File: src/rtl/nb_pkg.sv
package nb_pkg;
    typedef enum logic [2:0] {
        S_IDLE,
        S_SPLIT,
        S_ALIGN,
        S_SCALE,
        S_MERGE
    } nb_state_e;
endpackage

File: src/rtl/nb_split.sv
// Picks the power-of-two base nearest an operand and returns the residual.
module nb_split #(
    parameter int W  = 8,
    parameter int KW = 4
) (
    input  logic [W-1:0]  val,
    output logic [KW-1:0] kexp,
    output logic [W-1:0]  resid,
    output logic          below
);
    int         msb;
    logic [W:0] ext, lo, hi, thr, diff;

    always_comb begin
        msb = 0;
        for (int i = 0; i < W; i++) begin
            if (val[i]) msb = i;
        end
        ext = {1'b0, val};
        lo  = {{W{1'b0}}, 1'b1} << msb;
        hi  = lo << 1;
        thr = lo + (lo >> 1);          // midpoint 3*2^(msb-1)
        if (ext > thr) begin
            kexp  = KW'(msb + 1);
            diff  = hi - ext;
            below = 1'b1;
        end else begin
            kexp  = KW'(msb);
            diff  = ext - lo;
            below = 1'b0;
        end
        resid = diff[W-1:0];
    end
endmodule

File: src/rtl/nb_arraymul.sv
// Plain unsigned array multiply for the residual product.
module nb_arraymul #(
    parameter int W = 8
) (
    input  logic [W-1:0]   a,
    input  logic [W-1:0]   b,
    output logic [2*W-1:0] p
);
    logic [2*W-1:0] acc [W+1];

    assign acc[0] = '0;
    for (genvar i = 0; i < W; i++) begin : g_row
        assign acc[i+1] = acc[i] + (b[i] ? ({{W{1'b0}}, a} << i) : '0);
    end
    assign p = acc[W];
endmodule

File: src/rtl/nb_mul.sv
module nb_mul
    import nb_pkg::*;
#(
    parameter int W = 8
) (
    input  logic           clk,
    input  logic           rst_n,
    input  logic           start,
    input  logic [W-1:0]   opa,
    input  logic [W-1:0]   opb,
    output logic           busy,
    output logic           done,
    output logic [2*W-1:0] product
);
    localparam int KW = $clog2(W + 1);
    localparam int AW = 2 * W + 4;

    nb_state_e state, nxt;

    logic [W-1:0]  xa, yb;
    logic [KW-1:0] ka, kb;
    logic [W-1:0]  za, zb;
    logic          sa, sb;

    logic [KW-1:0] k_hi, k_lo;
    logic [W-1:0]  z_hi, z_lo, x_hi;
    logic          s_hi, s_lo, zero_q;

    logic signed [AW-1:0] t1, t2, mix;
    logic [2*W-1:0]       rp_c, rp_q;

    nb_split #(.W(W), .KW(KW)) u_split_a (.val(xa), .kexp(ka), .resid(za), .below(sa));
    nb_split #(.W(W), .KW(KW)) u_split_b (.val(yb), .kexp(kb), .resid(zb), .below(sb));
    nb_arraymul #(.W(W)) u_resmul (.a(z_hi), .b(z_lo), .p(rp_c));

    assign busy = (state != S_IDLE);

    // state register
    always_ff @(posedge clk or negedge rst_n) begin
        if (!rst_n) state <= S_IDLE;
        else        state <= nxt;
    end

    always_comb begin
        nxt = state;
        unique case (state)
            S_IDLE:  if (start) nxt = S_SPLIT;
            S_SPLIT: nxt = (xa == '0 || yb == '0) ? S_MERGE : S_ALIGN;
            S_ALIGN: nxt = S_SCALE;
            S_SCALE: nxt = S_MERGE;
            S_MERGE: nxt = S_IDLE;
            default: nxt = S_IDLE;
        endcase
    end

    // final combine: add residual product when signs agree
    always_comb begin
        if (s_hi == s_lo) mix = t2 + $signed({{(AW-2*W){1'b0}}, rp_q});
        else              mix = t2 - $signed({{(AW-2*W){1'b0}}, rp_q});
    end

    // datapath and outputs
    always_ff @(posedge clk or negedge rst_n) begin
        if (!rst_n) begin
            xa <= '0; yb <= '0;
            k_hi <= '0; k_lo <= '0; z_hi <= '0; z_lo <= '0; x_hi <= '0;
            s_hi <= 1'b0; s_lo <= 1'b0; zero_q <= 1'b0;
            t1 <= '0; t2 <= '0; rp_q <= '0;
            done <= 1'b0; product <= '0;
        end else begin
            done <= 1'b0;
            unique case (state)
                S_IDLE: begin
                    if (start) begin
                        xa <= opa;
                        yb <= opb;
                    end
                end
                S_SPLIT: begin
                    zero_q <= (xa == '0 || yb == '0);
                    if (ka >= kb) begin
                        k_hi <= ka; z_hi <= za; s_hi <= sa; x_hi <= xa;
                        k_lo <= kb; z_lo <= zb; s_lo <= sb;
                    end else begin
                        k_hi <= kb; z_hi <= zb; s_hi <= sb; x_hi <= yb;
                        k_lo <= ka; z_lo <= za; s_lo <= sa;
                    end
                end
                S_ALIGN: begin
                    if (s_lo)
                        t1 <= $signed({{(AW-W){1'b0}}, x_hi})
                            - ($signed({{(AW-W){1'b0}}, z_lo}) <<< (k_hi - k_lo));
                    else
                        t1 <= $signed({{(AW-W){1'b0}}, x_hi})
                            + ($signed({{(AW-W){1'b0}}, z_lo}) <<< (k_hi - k_lo));
                end
                S_SCALE: begin
                    t2   <= t1 <<< k_lo;
                    rp_q <= rp_c;
                end
                S_MERGE: begin
                    done    <= 1'b1;
                    product <= zero_q ? '0 : mix[2*W-1:0];
                end
                default: ;
            endcase
        end
    end
endmodule

File: config.mk
export PLATFORM = sky130hd
export DESIGN_NAME = nb_mul
export DESIGN_NICKNAME = d
export VERILOG_FILES = /design/src/rtl/nb_pkg.sv /design/src/rtl/nb_split.sv /design/src/rtl/nb_arraymul.sv /design/src/rtl/nb_mul.sv
export SDC_FILE = /design/constraint.sdc
export NUM_CORES = 1
export LEC_CHECK = 0
export ABC_CLOCK_PERIOD_IN_PS = 7300
export BUFFER_PORTS_ARGS = -buffer_cell sky130_fd_sc_hd__buf_2
export CELL_PAD_IN_SITES_DETAIL_PLACEMENT = 1
export CELL_PAD_IN_SITES_GLOBAL_PLACEMENT = 1
export CORE_MARGIN = 1.5
export CORE_UTILIZATION = 50
export DETAILED_ROUTE_END_ITERATION = 10
export PLACE_DENSITY_LB_ADDON = 0.2
export SLEW_MARGIN = 20
export SYNTH_ARGS = -nofsm -noshare
export SYNTH_HDL_FRONTEND = slang
export SYNTH_HIERARCHICAL = 1
export SYNTH_SLANG_ARGS = --single-unit
File: constraint.sdc
create_clock -name clk -period 7.3 [get_ports clk]
set_input_delay 0.73 -clock clk [delete_from_list [all_inputs] [get_ports clk]]
set_output_delay 0.73 -clock clk [all_outputs]
set_load 0.02 [all_outputs]
* Yosys cells after proc, flatten, opt, wreduce, memory -nomap -nowiden
Cells that the tools add are included.
** Word-level totals
- Logic and storage cells :: 97
- Register bits :: 123
** Cells by class
- Add/subtract/negate cells :: 20
- Shift-type cells :: 4
- $lt $le $gt $ge :: 3
- Equal/unequal tests :: 6
- Reductions and logical operators :: 6
- Mux-type cells :: 42
** Operator list (count)
- $mux W32 :: 10
- $add A16 B16 Y16 :: 6
- $shl A1 B32 Y9 const A :: 2
- $mux W8 :: 6
- $mux W16 :: 2
- $sub A8 B8 Y8 :: 4
- $add A9 B20 Y20 :: 1
- $mux W20 :: 1
- $sshl A20 B4 Y16 :: 1
- $sshl A9 B4 Y20 :: 1
- $sub A9 B20 Y20 :: 1
- $add A9 B8 Y9 :: 2
- $gt A8 B9 Y1 :: 2
- $add A16 B14 Y16 :: 1
- $add A16 B15 Y16 :: 1
- $logic_not A8 Y1 :: 2
- $mux W4 :: 4
- $sub A16 B16 Y16 :: 1
- $mux W15 :: 1
- $mux W14 :: 1
- $mux W13 :: 1
- $mux W12 :: 1
- $pmux W3 S4 :: 1
- $mux W11 :: 1
- other kinds (17) :: 27

* Longest topological paths before layout
Gate-level depths: netlist of run 1.
- Depth after elaboration :: 13
- Gate-level depth with buffers :: 29

* Modules after synthesis
Netlist of run 1, hierarchy kept.
** Modules (own cells, without submodules)
- nb_mul :: area each 8121.5 µm², instances 1, cells an instance 868
- nb_arraymul :: area each 2008.2 µm², instances 1, cells an instance 235
- nb_split at u_split_a :: area each 1241.2 µm², instances 1, cells an instance 157
- nb_split at u_split_b :: area each 1176.1 µm², instances 1, cells an instance 150

* Worst setup path before layout of run 1
OpenSTA, ideal clock, no wires.
- Path type :: register to register
- Start point :: register yb[2]
- End point :: register x_hi[2]
- Arrival :: 5695 ps
- Data required time :: 7163 ps
- Buffers on the path :: 3
- Library setup time :: 137 ps
- Period minus slack after synthesis :: 5832 ps
- Setup slack :: 1468 ps
- Cell stages (with the launch flop) :: 30
- Cell sequence :: dfrtp_1 -> inv_1 -> a21oi_1 -> o21ai_0 -> a21oi_1 -> inv_1 -> ha_1 -> nand2_1 -> inv_1 -> ha_1 -> a31oi_1 -> o21ai_0 -> xor2_1 -> a21oi_1 -> ha_1 -> nand4_1 -> nor2_1 -> nor4_1 -> a221oi_4 -> buf_6 -> xnor2_1 -> ha_1 -> nand2b_1 -> a21o_1 -> a21o_1 -> a21oi_1 -> buf_1 -> buf_1 -> mux2i_1 -> a21oi_1
** Between the ends
- Word-level cells in the longest chain between the ends :: 12
- Elaborated cells between the ends (all ways) :: 13
- Those cells by class :: add/sub: 2; order compare: 2; shift: 1; mux: 8
** Ends and longest elaborated chain
- start, declared :: RTL line nb_mul.sv:20 : logic [W-1:0] xa, yb;
- start signal, assigned :: RTL line nb_mul.sv:76 : yb <= opb;
- $mux W2 :: RTL line nb_split.sv:17 : if (val[i]) msb = i;
- $mux W32 (5 in a row) :: RTL line nb_split.sv:17
- $shl A1 B32 Y9 :: RTL line nb_split.sv:20 : lo = {{W{1'b0}}, 1'b1} << msb;
- $add A9 B8 Y9 :: RTL line nb_split.sv:22 : thr = lo + (lo >> 1);
- $gt A8 B9 Y1 :: RTL line nb_split.sv:23 : if (ext > thr) begin
- $mux W4 * :: RTL line nb_split.sv:23
- via kb[0] :: RTL line nb_mul.sv:21 : logic [KW-1:0] ka, kb;
- $ge A4 B4 Y1 * :: RTL line nb_mul.sv:81 : if (ka >= kb) begin
- $mux W8 * :: RTL line nb_mul.sv:81
- end signal, assigned :: RTL line nb_mul.sv:66 : k_hi <= '0; k_lo <= '0; z_hi <= '0; z_lo <= '0; x_hi <= '0;
- end signal, assigned :: RTL line nb_mul.sv:82 : k_hi <= ka; z_hi <= za; s_hi <= sa; x_hi <= xa;
- end signal, assigned :: RTL line nb_mul.sv:85 : k_hi <= kb; z_hi <= zb; s_hi <= sb; x_hi <= yb;
- end, declared :: RTL line nb_mul.sv:26 : logic [W-1:0] z_hi, z_lo, x_hi;
The timed path passes the listed nets; every way through them passes the cells marked *.
A chain may end at the register's enable or synchronous reset.

* Final worst setup path of run 1
- Start point :: register yb[2]
- End point :: register z_lo[0]
** Between the ends
- Word-level cells in the longest chain between the ends :: 12
- Elaborated cells between the ends (all ways) :: 15
- Those cells by class :: add/sub: 3; order compare: 2; shift: 1; mux: 9
** Ends and longest elaborated chain
- $mux W2 :: RTL line nb_split.sv:17
- $mux W32 (5 in a row) :: RTL line nb_split.sv:17
- $shl A1 B32 Y9 :: RTL line nb_split.sv:20
- $add A9 B8 Y9 :: RTL line nb_split.sv:22
- $gt A8 B9 Y1 :: RTL line nb_split.sv:23
- $mux W4 * :: RTL line nb_split.sv:23
- via kb[0] :: RTL line nb_mul.sv:21
- $ge A4 B4 Y1 * :: RTL line nb_mul.sv:81
- $mux W8 * :: RTL line nb_mul.sv:81
- end signal, assigned :: RTL line nb_mul.sv:66
- end signal, assigned :: RTL line nb_mul.sv:83 : k_lo <= kb; z_lo <= zb; s_lo <= sb;
- end signal, assigned :: RTL line nb_mul.sv:86 : k_lo <= ka; z_lo <= za; s_lo <= sa;
- end, declared :: RTL line nb_mul.sv:26
Marked as above.

==> results of run 1 <==
## final cells by class
class / count / area (um2)
Clock buffer: 19 / 453
Clock inverter: 13 / 149
Fill cell: 2932 / 10800
Inverter: 116 / 443
Multi-Input combinational cell: 1131 / 8930
Sequential cell: 119 / 2980
Tap cell: 324 / 405
Timing Repair Buffer: 47 / 265
## state kept, by name, summed over array words and instances (netlist names)
| name | flops |
|---|---|
| z_lo | 8 |
| done | 1 |
| state | 3 |
| xa | 8 |
| zero_q | 1 |
| x_hi | 8 |
| z_hi | 8 |
| product | 16 |
| t2 | 16 |
| k_lo | 4 |
| k_hi | 4 |
| s_lo | 1 |
| s_hi | 1 |
| yb | 8 |
| t1 | 16 |
| rp_q | 16 |
## worst register-to-register path: cells and delay by family, from the launching register on
| family | cells | cell delay, ns |
|---|---|---|
| xor gates and xnor gates | 2 | 0.45 |
| and+or+nand+nor | 5 | 0.88 |
| DFF | 1 | 0.53 |
| muxes | 1 | 0.31 |
| AOI/OAI and AO/OA | 11 | 2.00 |
| adders and majority gates | 4 | 1.18 |
| buffers and inverters | 5 | 1.08 |
## per-layer routing
metal / wire length, um / track usage [%]
met4: 692 / 8.04
met1: 15500 / 34.1
met5: 0 / 0
met2: 18100 / 51.5
met3: 651 / 2.41
## worst max path at each step
stage                                  from                   to  slack (ns)  cells past startpoint
after floorplan           yb[2]$_DFFE_PN0P_  x_hi[2]$_DFFE_PN0N_        1.47                     29
after global placement    yb[2]$_DFFE_PN0P_  z_hi[4]$_DFFE_PN0N_        1.13                     28
after detailed placement  yb[2]$_DFFE_PN0P_  z_lo[1]$_DFFE_PN0N_        0.90                     28
after CTS                 yb[2]$_DFFE_PN0P_  z_lo[0]$_DFFE_PN0N_        0.76                     28
after global routing      yb[2]$_DFFE_PN0P_  z_lo[0]$_DFFE_PN0N_        0.22                     28
final                     yb[2]$_DFFE_PN0P_  z_lo[0]$_DFFE_PN0N_        0.71                     28
## placed cells by master (no fill, tap or decap), types with 5 or more instances in the layout
cell type / Yosys / final
sky130_fd_sc_hd__mux2_2: 42 / 42
sky130_fd_sc_hd__o21a_1: 16 / 16
sky130_fd_sc_hd__a22o_1: 7 / 7
sky130_fd_sc_hd__and2_1: 43 / 43
sky130_fd_sc_hd__o21ai_0: 72 / 72
sky130_fd_sc_hd__nand4_1: 6 / 6
sky130_fd_sc_hd__buf_2: 3 / 35
sky130_fd_sc_hd__a21o_1: 19 / 19
sky130_fd_sc_hd__or3_1: 5 / 5
sky130_fd_sc_hd__and3_1: 5 / 5
sky130_fd_sc_hd__o31a_1: 5 / 5
sky130_fd_sc_hd__a31oi_1: 11 / 11
sky130_fd_sc_hd__clkinvlp_4: 0 / 5
sky130_fd_sc_hd__a211oi_1: 11 / 11
sky130_fd_sc_hd__dfrtp_1: 119 / 119
sky130_fd_sc_hd__a21oi_1: 107 / 106
sky130_fd_sc_hd__buf_4: 1 / 12
sky130_fd_sc_hd__fa_1: 43 / 43
sky130_fd_sc_hd__mux4_2: 7 / 7
sky130_fd_sc_hd__mux2i_1: 70 / 70
sky130_fd_sc_hd__nand2_1: 133 / 133
sky130_fd_sc_hd__o21bai_1: 8 / 8
sky130_fd_sc_hd__nor4_1: 9 / 9
sky130_fd_sc_hd__nand3_1: 15 / 15
sky130_fd_sc_hd__nor2_1: 110 / 109
sky130_fd_sc_hd__ha_1: 122 / 122
sky130_fd_sc_hd__nand2b_1: 12 / 12
sky130_fd_sc_hd__nor3_1: 19 / 19
sky130_fd_sc_hd__nor2b_1: 17 / 17
sky130_fd_sc_hd__nand3b_1: 6 / 6
sky130_fd_sc_hd__xnor2_1: 51 / 51
sky130_fd_sc_hd__o31ai_1: 21 / 21
sky130_fd_sc_hd__clkbuf_16: 0 / 17
sky130_fd_sc_hd__inv_1: 111 / 111
sky130_fd_sc_hd__o211ai_1: 8 / 8
sky130_fd_sc_hd__xor2_1: 35 / 35
## through the flow
stage          cell area [um2]  hold slack, ns  std cells  worst slack, ns  util (%)
5_1_grt                  13600           0.368       1769            0.219      55.7
3_5_place_dp             13000           0.455       1737            0.897      53.3
6_report                 13600           0.323       1769            0.706      55.7
2_1_floorplan            12500           0.434       1410             1.47         -
4_1_cts                  13600           0.347       1769            0.763      55.7
3_3_place_gp             13000           0.453       1737             1.13      53.3
## cells by family after synthesis
kind of cell | Yosys count | share of synthesized area [%]
AO/OA/AOI/OAI | 342 | 18.2
XOR/XNOR | 88 | 6.26
adder cells (fa/ha/maj) | 165 | 19.0
buffers and inverters | 160 | 5.21
flip-flops | 119 | 23.7
multiplexers | 123 | 11.1
AND/OR/NAND/NOR | 413 | 16.4
==> results.md, run 1 <==
Setup path:
- The data required time at the worst endpoint is 7.56 ns.
- The highest net fanout along the worst path is 29.
- For this design, the slowest cell found on the critical path is sky130_fd_sc_hd__dfrtp_1.
- For the worst flop-to-flop path, the logic depth is 28.
- The data arrival at the endpoint of the critical path is 6.85 ns.
- In this run the critical register-to-register path is launched from yb[2]$_DFFE_PN0P_.
- The type of the worst setup path is register to register.
- The nature of the critical path endpoint is a register.
- The worst setup path is launched from a register.
- The dominant delay contributor by cell family on the critical path is compound AO/OA/AOI/OAI gates.
- The endpoint of the worst-slack reg-to-reg timing path is z_lo[0]$_DFFE_PN0N_.
- The buffers plus inverters on the worst setup path is 5.
- The largest stage delay on the critical path is 0.53 ns.
- The register-to-register setup slack is 0.71 ns.

Clocking:
- The TritonCTS clock tree is yes.
- After clock tree synthesis, the repair step resized 0 gates.
- Buffers inserted during clock tree synthesis total 17.
- The CTS root buffer is sky130_fd_sc_hd__clkbuf_16.
- The buffer depth of the longest clock path is 2.
- The number of setup buffers added after CTS is 0.
- For this design, the CTS-stage hold fixing added 0 buffers.
- The clock net sink count is 119.
- The clock network latency to the later pin of the worst-skew pair is 0.43 ns.
- The clock transition at the registers of the reported paths is roughly 0.060 ns.
- The number of H-tree levels is 4.

Die:
- The area of the die is 0.0261 mm2.
- For this configuration, the core starts out at a cell density of 51.3%.
- The floorplan has 57 rows.
- From left edge to right edge, the die measures 161 um.
- The y dimension of the die is roughly 160 um.
- 37 I/O pins were placed.
- After floorplanning, the core was sized to cover 0.0245 mm2.

Yosys:
- The post-synthesis async set-or-reset flop share is 100%.
- The share of the synthesized area in the top cell type is around a quarter.
- The register bit total from synthesis is 119.
- For this run, the leading register cell type out of synthesis is sky130_fd_sc_hd__dfrtp_1.
- The number of nets handed over by synthesis was 1594.
- By area the synthesized netlist is led by sky130_fd_sc_hd__dfrtp_1 (24%), sky130_fd_sc_hd__ha_1 (12%), sky130_fd_sc_hd__fa_1 (6.9%).
- Yosys instantiated no cell more often than sky130_fd_sc_hd__nand2_1.
- Counting every instance in the synthesized netlist gives 1410.
- The number of synthesized flops with an enable pin is 0.
- The portion of the post-synthesis area used by sequential elements is 23.7%.
- For this run, the number of Yosys warnings is 6.
- The post-synthesis area per instance is 8.90 um2.
- The distinct cell type count after synthesis is 99.
- The mapped netlist covers 0.0125 mm2.
- After synthesis, the most frequently instantiated cells are sky130_fd_sc_hd__nand2_1 (133), sky130_fd_sc_hd__ha_1 (122), sky130_fd_sc_hd__dfrtp_1 (119), sky130_fd_sc_hd__inv_1 (111), sky130_fd_sc_hd__nor2_1 (110).
- The cell type with the highest aggregate area in the netlist is sky130_fd_sc_hd__dfrtp_1.

Worst hold path:
- The worst hold path belongs to the class input pin to asynchronous set/reset pin.

GRT:
- The first global-routing pass estimated 57.8 mm of wire.
- The remaining global-route overflow is 0.
- The initial antenna violation count came to 0.
- Entering global routing, the biggest net connects around 70 pins.
- The via count of the first global-routing pass is ~11k.
- The all-layer global routing usage is between 20% and 30%.

Routing:
- The first detailed-routing pass took 5 iterations.
- Dividing the detail-routed via count by the number of cells gives 5.93.
- In this run the remaining antenna-violating nets after routing total 0.
- The via count of the routed design is 10.5k.
- In the final routed layout, each cell accounts on average for 19.7 um.
- In the routed design, unresolved DRC markers number 0.
- For this block, the initial DRC count from the detailed router was 393.
- The total wire length after detailed routing is 34.9 mm.

STA:
- Measured against its own limit, the worst slew margin works out to 31.2%.
- Timing would allow up to ~150 MHz.
- The max-slew violation count came to 0.
- The final hold violation count is 0.
- The setup violation total in the final timing report is 0.
- Between clock sinks in the finished design, the worst skew comes to 0.0137 ns.
- The minimum clock period after layout is 6.59 ns.
- The aggregate negative setup slack is 0 ns.
- The fraction of the cycle the final worst path needs is between 90% and 100%.
- The measured slew at the worst slew-check pin is 1.01 ns.
- Setup repair after global routing left no endpoint under its margin.

Place:
- The number of buffer cells added on primary ports is 36.
- Once detailed placement completed, the half-perimeter wirelength came to 26.3 mm.
- The congestion estimate from routability-driven global placement came to 0.955.

Final layout:
- The antenna cell count is 0.
- The post-layout net count is roughly 1.6k.
- From synthesis to final layout, the design area changed by 8.62%.
- Of the cells placed in the final design, the portion with a size suffix greater than 1 is between 10% and 20%.

Run:
- The number of max-capacitance violations reported is 0.

Status:
- The run finished with clean final reports.
Power of run 1 is left out: the tool's default activity adds up to more than one toggle a clock period on the data nets, which glitch-free logic cannot reach.
==> run 2: changes to the inputs <==
- SYNTH_HIERARCHICAL: 1 -> default
==> run 2 against run 1 <==
Against the previous run:
- clock skew is 0.0029 ns lower
- via count down 7.1%
- critical endpoint is now k_hi[1]$_DFFE_PN0P_
- non-clock buffer count fell by 1
- largest cell class unchanged
==> results.md, run 2 <==
Yosys:
- The net count of the mapped netlist came to 1543 (-3.2%).
- The register bit total from synthesis is 119 (unchanged).
- sky130_fd_sc_hd__nand2_1 is the most common cell in the netlist.
- The distinct cell type count after synthesis was 71 (-28%).
- The synthesized cell area is 0.0118 mm2 (-6.3%).
- The portion of the post-synthesis area used by sequential elements is 25.3% (+1.6 points).
- Sorting the synthesized cells by how often they occur yields sky130_fd_sc_hd__nand2_1 (195), sky130_fd_sc_hd__dfrtp_1 (119), sky130_fd_sc_hd__ha_1 (119), sky130_fd_sc_hd__inv_1 (94), sky130_fd_sc_hd__o21ai_0 (92).
- The post-synthesis instance total came to 1358 (-3.7%).
- The post-synthesis async set-or-reset flop share is 100% (unchanged).
- The cell type with the highest aggregate area in the netlist is sky130_fd_sc_hd__dfrtp_1.
- The dominant register cell in the synthesized netlist is sky130_fd_sc_hd__dfrtp_1.
- The share of the synthesized area in the top cell type is 25.3% (+1.6 points).
- Ranked by total cell area, the synthesized netlist is headed by sky130_fd_sc_hd__dfrtp_1 (25%), sky130_fd_sc_hd__ha_1 (13%), sky130_fd_sc_hd__fa_1 (8.0%).
- The number of synthesized flops with an enable pin is 0 (unchanged).
- The number of warnings printed during yosys synthesis is 0 (-6).
- The post-synthesis area per instance is 8.65 um2 (-2.7%).

Final layout:
- The post-layout net count is 1542 (-4.6%).
- The most frequent standard cell in the layout excluding fill and tap cells is sky130_fd_sc_hd__nand2_1.
- Leaving out fill and tap cells, the most frequent cells in the layout are sky130_fd_sc_hd__nand2_1 (195), sky130_fd_sc_hd__ha_1 (119), sky130_fd_sc_hd__dfrtp_1 (119).
- The layout overhead on the synthesized area came to 8.62% (about the same).
- The number of standard cells in the layout, taps in and fillers out is 1683 (-4.9%).
- The fraction of layout instances using a drive strength above 1 was 9.20% (-3.0 points).
- The antenna cell count is 0 (unchanged).
- The number of inserted filler cells in the final layout came to 2730 (-6.9%).
- The post-layout instance area is 0.0128 mm2 (-6.3%).

Routing:
- The routed wire length per instance is 19.2 um (-2.7%).
- The starting DRC count in detailed routing is 459 (+17%).
- The final routed DRC violation total was 0 (unchanged).
- The count of TritonRoute iterations in the first routing pass is 5 (unchanged).
- The via count of the routed design is 9757 (-7.1%).
- The total wire length after detailed routing was 32.3 mm (-7.5%).
- The number of vias per cell after detailed routing is 5.80 (-2.3%).
- The number of antenna-violating nets in the routed design came to 0 (unchanged).

Place:
- The final weighted congestion in routability-driven placement is 0.892 (-6.6%).
- The area after detailed placement was 0.0121 mm2 (-6.9%).
- The instance count after placement with tap cells included is 1651 (-5.0%).
- The HPWL reported at the end of detailed placement is 24.3 mm (-7.5%).
- The number of buffer cells added on primary ports is 36 (unchanged).

Setup path:
- The data required time at the worst endpoint is 7.59 ns (+0.03 ns).
- The critical path is of the register to register type.
- The highest net fanout along the worst path is 20 (-31%).
- The dominant delay contributor by cell family on the critical path is compound AO/OA/AOI/OAI gates.
- The slowest cell on the critical path is sky130_fd_sc_hd__nand2b_1.
- The largest stage delay on the critical path came to 0.67 ns (+0.14 ns).
- STA classifies the critical path endpoint as a register.
- The buffers plus inverters on the worst setup path came to 4 (-1).
- The data arrival at the endpoint of the critical path is 6.89 ns (+0.04 ns).
- STA classifies the critical path startpoint as a register.
- Among the stages of the critical path, the cell type that occurs most often is sky130_fd_sc_hd__o21a_1.

STA:
- The final hold slack is 0.271 ns (-0.0523 ns).
- The setup violation total in the final timing report came to 0 (unchanged).
- The aggregate negative setup slack is 0 ns (unchanged).
- The measured slew at the worst slew-check pin came to 1.08 ns (+0.0726 ns).
- The maximum clock frequency is 151 MHz (-0.18%).
- The final clock skew was 0.0108 ns (-0.00293 ns).
- The fraction of the cycle the final worst path needs is 90.5% (+0.16 points).
- The max-slew violation count is 0 (unchanged).
- Setup repair after global routing left no endpoint under its margin.
- The minimum clock period after layout is 6.61 ns (+0.0120 ns).
- The worst relative slew slack is 28.0% (-3.2 points).
- The final hold violation count is 0 (unchanged).

Clocking:
- The buffer depth of the longest clock path is 2 (unchanged).
- The number of H-tree levels is 4 (unchanged).
- The CTS root buffer is sky130_fd_sc_hd__clkbuf_16.
- The count of cells resized by post-cts repair is 0 (unchanged).
- The clock net sink count is 119 (unchanged).
- The clock transition at the registers of the reported paths is 0.07 ns (about the same).
- TritonCTS built the clock tree.
- The clock network latency to the later pin of the worst-skew pair was 0.43 ns (about the same).
- The hold buffer count at CTS is 0 (unchanged).
- The number of buffers created by CTS is 17 (unchanged).
- The number of buffers added for setup after CTS came to 0 (unchanged).

GRT:
- The maximum number of pins on one net before global-route repair is 81 (+14%).
- The global-route wire length before repair is 52.7 mm (-8.8%).
- The initial antenna violation count is 0 (unchanged).
- The remaining global-route overflow was 0 (unchanged).
- The all-layer global routing usage was 27.6% (-0.18 points).
- The via count of the first global-routing pass is 9991 (-10%).

Die:
- The y dimension of the die is 156 um (-3.2%).
- The I/O pin total is 37 (unchanged).
- The count of standard-cell rows is 55 (-3.5%).
- The standard cell core area is 0.0228 mm2 (-6.6%).
- The initial core utilization came to 51.4% (+0.15 points).
- The die extent in x is 156 um (-3.2%).
- The area of the die was 0.0244 mm2 (-6.2%).

Run:
- The number of max-capacitance violations reported came to 0 (unchanged).

Status:
- The run finished with clean final reports.

Worst hold path:
- In this run the worst hold path is classified as input pin to asynchronous set/reset pin.
[run 2: changes by cell type in the layout (fill, tap and decap cells not counted), moves of 12 or more]
cell	change
sky130_fd_sc_hd__o221ai_1	+15
sky130_fd_sc_hd__mux2i_1	-38
sky130_fd_sc_hd__nand2_1	+62
sky130_fd_sc_hd__o21ai_0	+20
sky130_fd_sc_hd__o31ai_1	-12
sky130_fd_sc_hd__nor2_1	-38
sky130_fd_sc_hd__o21ai_1	+13
sky130_fd_sc_hd__inv_1	-17
sky130_fd_sc_hd__a21oi_1	-19
sky130_fd_sc_hd__mux2_2	-26
sky130_fd_sc_hd__a22o_1	+12
[run 2: path summary, 6_finish.rpt]
check	cells after the start	end	from	slack [ns]
max	28	k_hi[1]$_DFFE_PN0P_	xa[1]$_DFFE_PN0P_	0.69
min	1	t1[10]$_DFFE_PN0N_	rst_n	0.27
max reg2reg	28	k_hi[1]$_DFFE_PN0P_	xa[1]$_DFFE_PN0P_	0.69
min reg2reg	2	product[4]$_DFFE_PN0P_	product[4]$_DFFE_PN0P_	0.47
max in group asynchronous	2	yb[6]$_DFFE_PN0P_	rst_n	5.90
min in group clk	2	product[4]$_DFFE_PN0P_	product[4]$_DFFE_PN0P_	0.47
[run 2: metrics by stage]
| step | util [%] | setup slack [ns] |
|---|---|---|
| finish | 55.9 | 0.694 |
| global route | 55.9 | 0.165 |
| CTS | 55.9 | 0.686 |
| detailed placement | 53.1 | 0.727 |
| global placement | 53.1 | 0.965 |
| floorplan | - | 1.34 |
[run 2: cell families after synthesis]
family | after synthesis | share of synthesized area (%)
and+or+nand+nor | 400 | 15.8
AOI/OAI and AO/OA | 354 | 19.3
adders and majority gates | 166 | 20.7
buffers and inverters | 164 | 5.47
DFF | 119 | 25.3
xor gates and xnor gates | 97 | 7.36
muxes | 58 | 6.08
[run 2: final cells by class]
class / count / area [um2] / area share (%)
clock buffers: 17 / 425 / 3.33
clock inverters: 15 / 204 / 1.60
inverters: 98 / 368 / 2.88
multi-input cells: 1075 / 8140 / 63.7
flip-flops and latches: 119 / 2980 / 23.3
well taps: 313 / 392 / 3.07
repair buffers: 46 / 262 / 2.05
[run 2: per-layer routing]
metal  GRT usage [%]  part of all wire, %  vias to the layer above
met5               0                    0                        -
met2            48.8                   49                      193
met1            34.9                   45                     4802
met3            3.46                  2.9                       54
li1                -                    -                     4708
met4            9.02                  2.5                        0
Power of run 2 is left out for the same reason.
==> run 3: changes to the inputs <==
- ABC_AREA: default -> 1
- CORE_UTILIZATION: 50 -> 47
==> run 3 against run 2 <==
Against the previous run:
- flip-flop and latch count did not move
- die area grew 7.4%
- via count increased by 15%
- non-clock buffer count fell by 4
- critical path depth is 1 lower
- utilization decreased by 4.4 points
- global-route usage increased by 0.80 points
- count of clock-buffer cells in the layout rose by 4
- cell area is 0.61% higher
- cell count increased by 22%
==> results.md, run 3 <==
Run:
- The number of max-capacitance violations reported is 0 (unchanged).

Setup path:
- The data arrival at the endpoint of the critical path came to 6.85 ns (-0.04 ns).
- The dominant delay contributor by cell family on the critical path is simple AND/OR/NAND/NOR gates.
- The type of the worst setup path is register to register.
- The largest stage delay on the critical path is 0.58 ns (-0.09 ns).
- The length in cells of the worst reg-to-reg path is 27 (-3.6%).
- STA classifies the critical path startpoint as a register.
- The nature of the critical path endpoint is a register.
- The startpoint identified for the worst register-to-register timing path is xa[6]$_DFFE_PN0P_.
- The register-to-register setup slack is 0.81 ns (+0.11 ns).
- The slowest cell on the critical path is sky130_fd_sc_hd__o21ai_0.
- The worst register-to-register path ends at z_hi[0]$_DFFE_PN0P_.
- The buffers plus inverters on the worst setup path is 5 (+1).
- The data required time at the worst endpoint was 7.66 ns (+0.07 ns).
- The highest net fanout along the worst path was 17 (-15%).

Die:
- The die extent in x is 162 um (+3.6%).
- The standard cell core area came to 0.0250 mm2 (+9.3%).
- The I/O pin total came to 37 (unchanged).
- The y dimension of the die is 162 um (+3.6%).
- The area of the die was 0.0262 mm2 (+7.4%).
- The count of standard-cell rows came to 58 (+5.5%).
- The initial core utilization is 47.6% (-3.9 points).

STA:
- The measured slew at the worst slew-check pin is 0.991 ns (-0.0881 ns).
- The final clock skew is 0.0145 ns (+0.00369 ns).
- The final hold violation count came to 0 (unchanged).
- The fraction of the cycle the final worst path needs is 88.9% (-1.6 points).
- The maximum clock frequency is 154 MHz (+1.8%).
- The minimum clock period after layout was 6.49 ns (-0.114 ns).
- The max-slew violation count is 0 (unchanged).
- The worst relative slew slack is 33.9% (+5.9 points).
- Setup repair after global routing left no endpoint under its margin.
- The setup violation total in the final timing report is 0 (unchanged).
- The least setup slack across all paths after layout is 0.808 ns (+0.114 ns).
- The aggregate negative setup slack is 0 ns (unchanged).
- The final hold slack is 0.322 ns (+0.0507 ns).

Yosys:
- The register bit total from synthesis is 119 (unchanged).
- The distinct cell type count after synthesis came to 52 (-27%).
- The xor/xnor cell area share of the yosys netlist is 4.51% (-2.8 points).
- The most frequent cell after synthesis is sky130_fd_sc_hd__nand2_1.
- The fraction of the mapped netlist area in compound gates is 12.1% (-7.2 points).
- The commonest cells after synthesis are sky130_fd_sc_hd__nand2_1 (518), sky130_fd_sc_hd__inv_1 (215), sky130_fd_sc_hd__nor2_1 (137), sky130_fd_sc_hd__nand3_1 (129).
- The dominant register cell in the synthesized netlist is sky130_fd_sc_hd__dfrtp_1.
- The number of synthesized flops with an enable pin came to 0 (unchanged).
- The post-synthesis mux area share is 0.169% (-5.9 points).
- Yosys attributes the largest share of cell area to sky130_fd_sc_hd__dfrtp_1 (25%), sky130_fd_sc_hd__nand2_1 (16%), sky130_fd_sc_hd__ha_1 (13%).
- The post-synthesis area per instance is 6.96 um2 (-20%).
- The largest family of logic cells by synthesized area is simple AND/OR/NAND/NOR gates.
- The synthesized-area fraction occupied by adder cells is 20.5% (-0.22 points).
- The post-synthesis instance total came to 1707 (+26%).
- The net count of the mapped netlist is 1892 (+23%).
- The area share of and/or/nand/nor cells after synthesis came to 28.7% (+13 points).
- The post-synthesis async set-or-reset flop share is 100% (unchanged).
- The number of warnings printed during yosys synthesis is 0 (unchanged).
- The share of the synthesized area in the top cell type is 25.1% (-0.27 points).
- The cell type with the highest aggregate area in the netlist is sky130_fd_sc_hd__dfrtp_1.
- The synthesized cell area is 0.0119 mm2 (+1.1%).
- The portion of the post-synthesis area used by sequential elements is 25.1% (-0.27 points).

Routing:
- The via count of the routed design was 11.2k (+15%).
- The number of antenna-violating nets in the routed design is 0 (unchanged).
- The number of vias per cell after detailed routing came to 5.47 (-5.7%).
- The final routed DRC violation total is 0 (unchanged).
- The total wire length after detailed routing was 35.5 mm (+9.9%).
- The routed wire length per instance was 17.3 um (-10%).
- The starting DRC count in detailed routing is 565 (+23%).
- The count of TritonRoute iterations in the first routing pass was 5 (unchanged).

Clocking:
- The buffer depth of the longest clock path is 2 (unchanged).
- The clock net sink count is 119 (unchanged).
- The number of buffers created by CTS is 17 (unchanged).
- The number of buffers added for setup after CTS was 0 (unchanged).
- The hold buffer count at CTS is 0 (unchanged).
- The CTS root buffer is sky130_fd_sc_hd__clkbuf_16.
- The count of cells resized by post-cts repair is 0 (unchanged).
- The clock network latency to the later pin of the worst-skew pair came to 0.43 ns (about the same).
- The clock transition at the registers of the reported paths is 0.06 ns (about the same).
- The number of H-tree levels is 4 (unchanged).
- The TritonCTS clock tree is yes.

Final layout:
- The fraction of layout instances using a drive strength above 1 is 6.09% (-3.1 points).
- The library cell used most frequently in the layout, excluding fill and tap cells, is sky130_fd_sc_hd__nand2_1.
- Leaving out fill and tap cells, the most frequent cells in the layout are sky130_fd_sc_hd__nand2_1 (518), sky130_fd_sc_hd__inv_1 (215), sky130_fd_sc_hd__nor2_1 (137).
- The post-layout net count is 1897 (+23%).
- The post-layout instance area is 0.0128 mm2 (+0.61%).
- The layout overhead on the synthesized area is 8.12%.
- The antenna cell count was 0 (unchanged).

Place:
- The HPWL reported at the end of detailed placement came to 28.1 mm (+15%).
- The placement-stage worst setup slack is 0.931 ns (+0.204 ns).
- The final weighted congestion in routability-driven placement is 0.949 (+6.5%).
- The number of buffer cells added on primary ports is 36 (unchanged).
- The area after detailed placement is 0.0123 mm2 (+1.3%).

GRT:
- The initial antenna violation count was 0 (unchanged).
- The via count of the first global-routing pass is 11.9k (+19%).
- The global-route wire length before repair came to 59.5 mm (+13%).
- The maximum number of pins on one net before global-route repair was 72 (-11%).
- The remaining global-route overflow is 0 (unchanged).
- The all-layer global routing usage is 28.4% (+0.80 points).

Worst hold path:
- The path class of the tightest hold or removal check is input pin to asynchronous set/reset pin.

Status:
- The flow ran to the end, and the final reports show no timing, DRC or antenna violations.
[run 3: changes by cell type in the layout (fill, tap and decap cells not counted), moves of 18 or more]
cell                      previous run  this run
sky130_fd_sc_hd__a21o_1             30         1
sky130_fd_sc_hd__a22o_1             19         1
sky130_fd_sc_hd__and2_1             33         4
sky130_fd_sc_hd__inv_1              94       215
sky130_fd_sc_hd__mux2i_1            32         2
sky130_fd_sc_hd__nand2_1           195       518
sky130_fd_sc_hd__nand3_1            16       129
sky130_fd_sc_hd__nor2_1             71       137
sky130_fd_sc_hd__nor2b_1            21         0
sky130_fd_sc_hd__o21ai_0            92       115
sky130_fd_sc_hd__xnor2_1            54        22
[run 3: worst max-delay path by stage]
stage | start | to | slack (ns) | depth (start not counted)
2_1_floorplan | xa[6]$_DFFE_PN0P_ | z_hi[0]$_DFFE_PN0P_ | 1.96 | 28
3_3_place_gp | xa[6]$_DFFE_PN0P_ | z_hi[0]$_DFFE_PN0P_ | 1.23 | 27
3_5_place_dp | xa[6]$_DFFE_PN0P_ | z_hi[0]$_DFFE_PN0P_ | 0.93 | 27
4_1_cts | xa[6]$_DFFE_PN0P_ | z_hi[0]$_DFFE_PN0P_ | 0.85 | 27
5_1_grt | xa[7]$_DFFE_PN0P_ | z_hi[0]$_DFFE_PN0P_ | 0.24 | 27
6_report | xa[6]$_DFFE_PN0P_ | z_hi[0]$_DFFE_PN0P_ | 0.81 | 27
[run 3: worst register-to-register path, delay by kind of cell (launching register included)]
family | cells | cell delay (ns)
simple gates | 12 | 2.53
compound gates | 6 | 1.58
fa+ha+maj | 4 | 1.29
buf+inv | 5 | 0.61
flops | 1 | 0.44
[run 3: cell type report]
class	instances	area [um2]
flip-flops and latches	119	2980
clock inverters	11	100
repair buffers	42	228
multi-input cells	1310	7840
clock buffers	21	450
fillers	3317	12100
well taps	330	413
inverters	222	833
[run 3: metrics by stage]
| stage | util [%] | instances |
|---|---|---|
| 3_3_place_gp | 49.2 | 2023 |
| 4_1_cts | 51.4 | 2055 |
| 5_1_grt | 51.4 | 2055 |
| 3_5_place_dp | 49.2 | 2023 |
| 6_report | 51.4 | 2055 |
| 2_1_floorplan | - | 1707 |
[run 3: layer usage]
layer,vias up,share of wire (%),routed length [um],GRT usage [%]
met5,-,0,0,0
met3,76,2.9,1030,3.88
met2,190,49,17400,49.9
met4,0,3.9,1400,12.1
li1,5467,-,-,-
met1,5505,44,15700,34.9
[run 3: cells by family (layout without fill, tap and decap cells)]
kind of cell,Yosys count,count (layout)
flip-flops,119,119
multiplexers,2,2
AND/OR/NAND/NOR,829,829
XOR/XNOR,59,59
AO/OA/AOI/OAI,254,254
adder cells (fa/ha/maj),166,166
buffers and inverters,278,296
Power of run 3 is left out for the same reason.
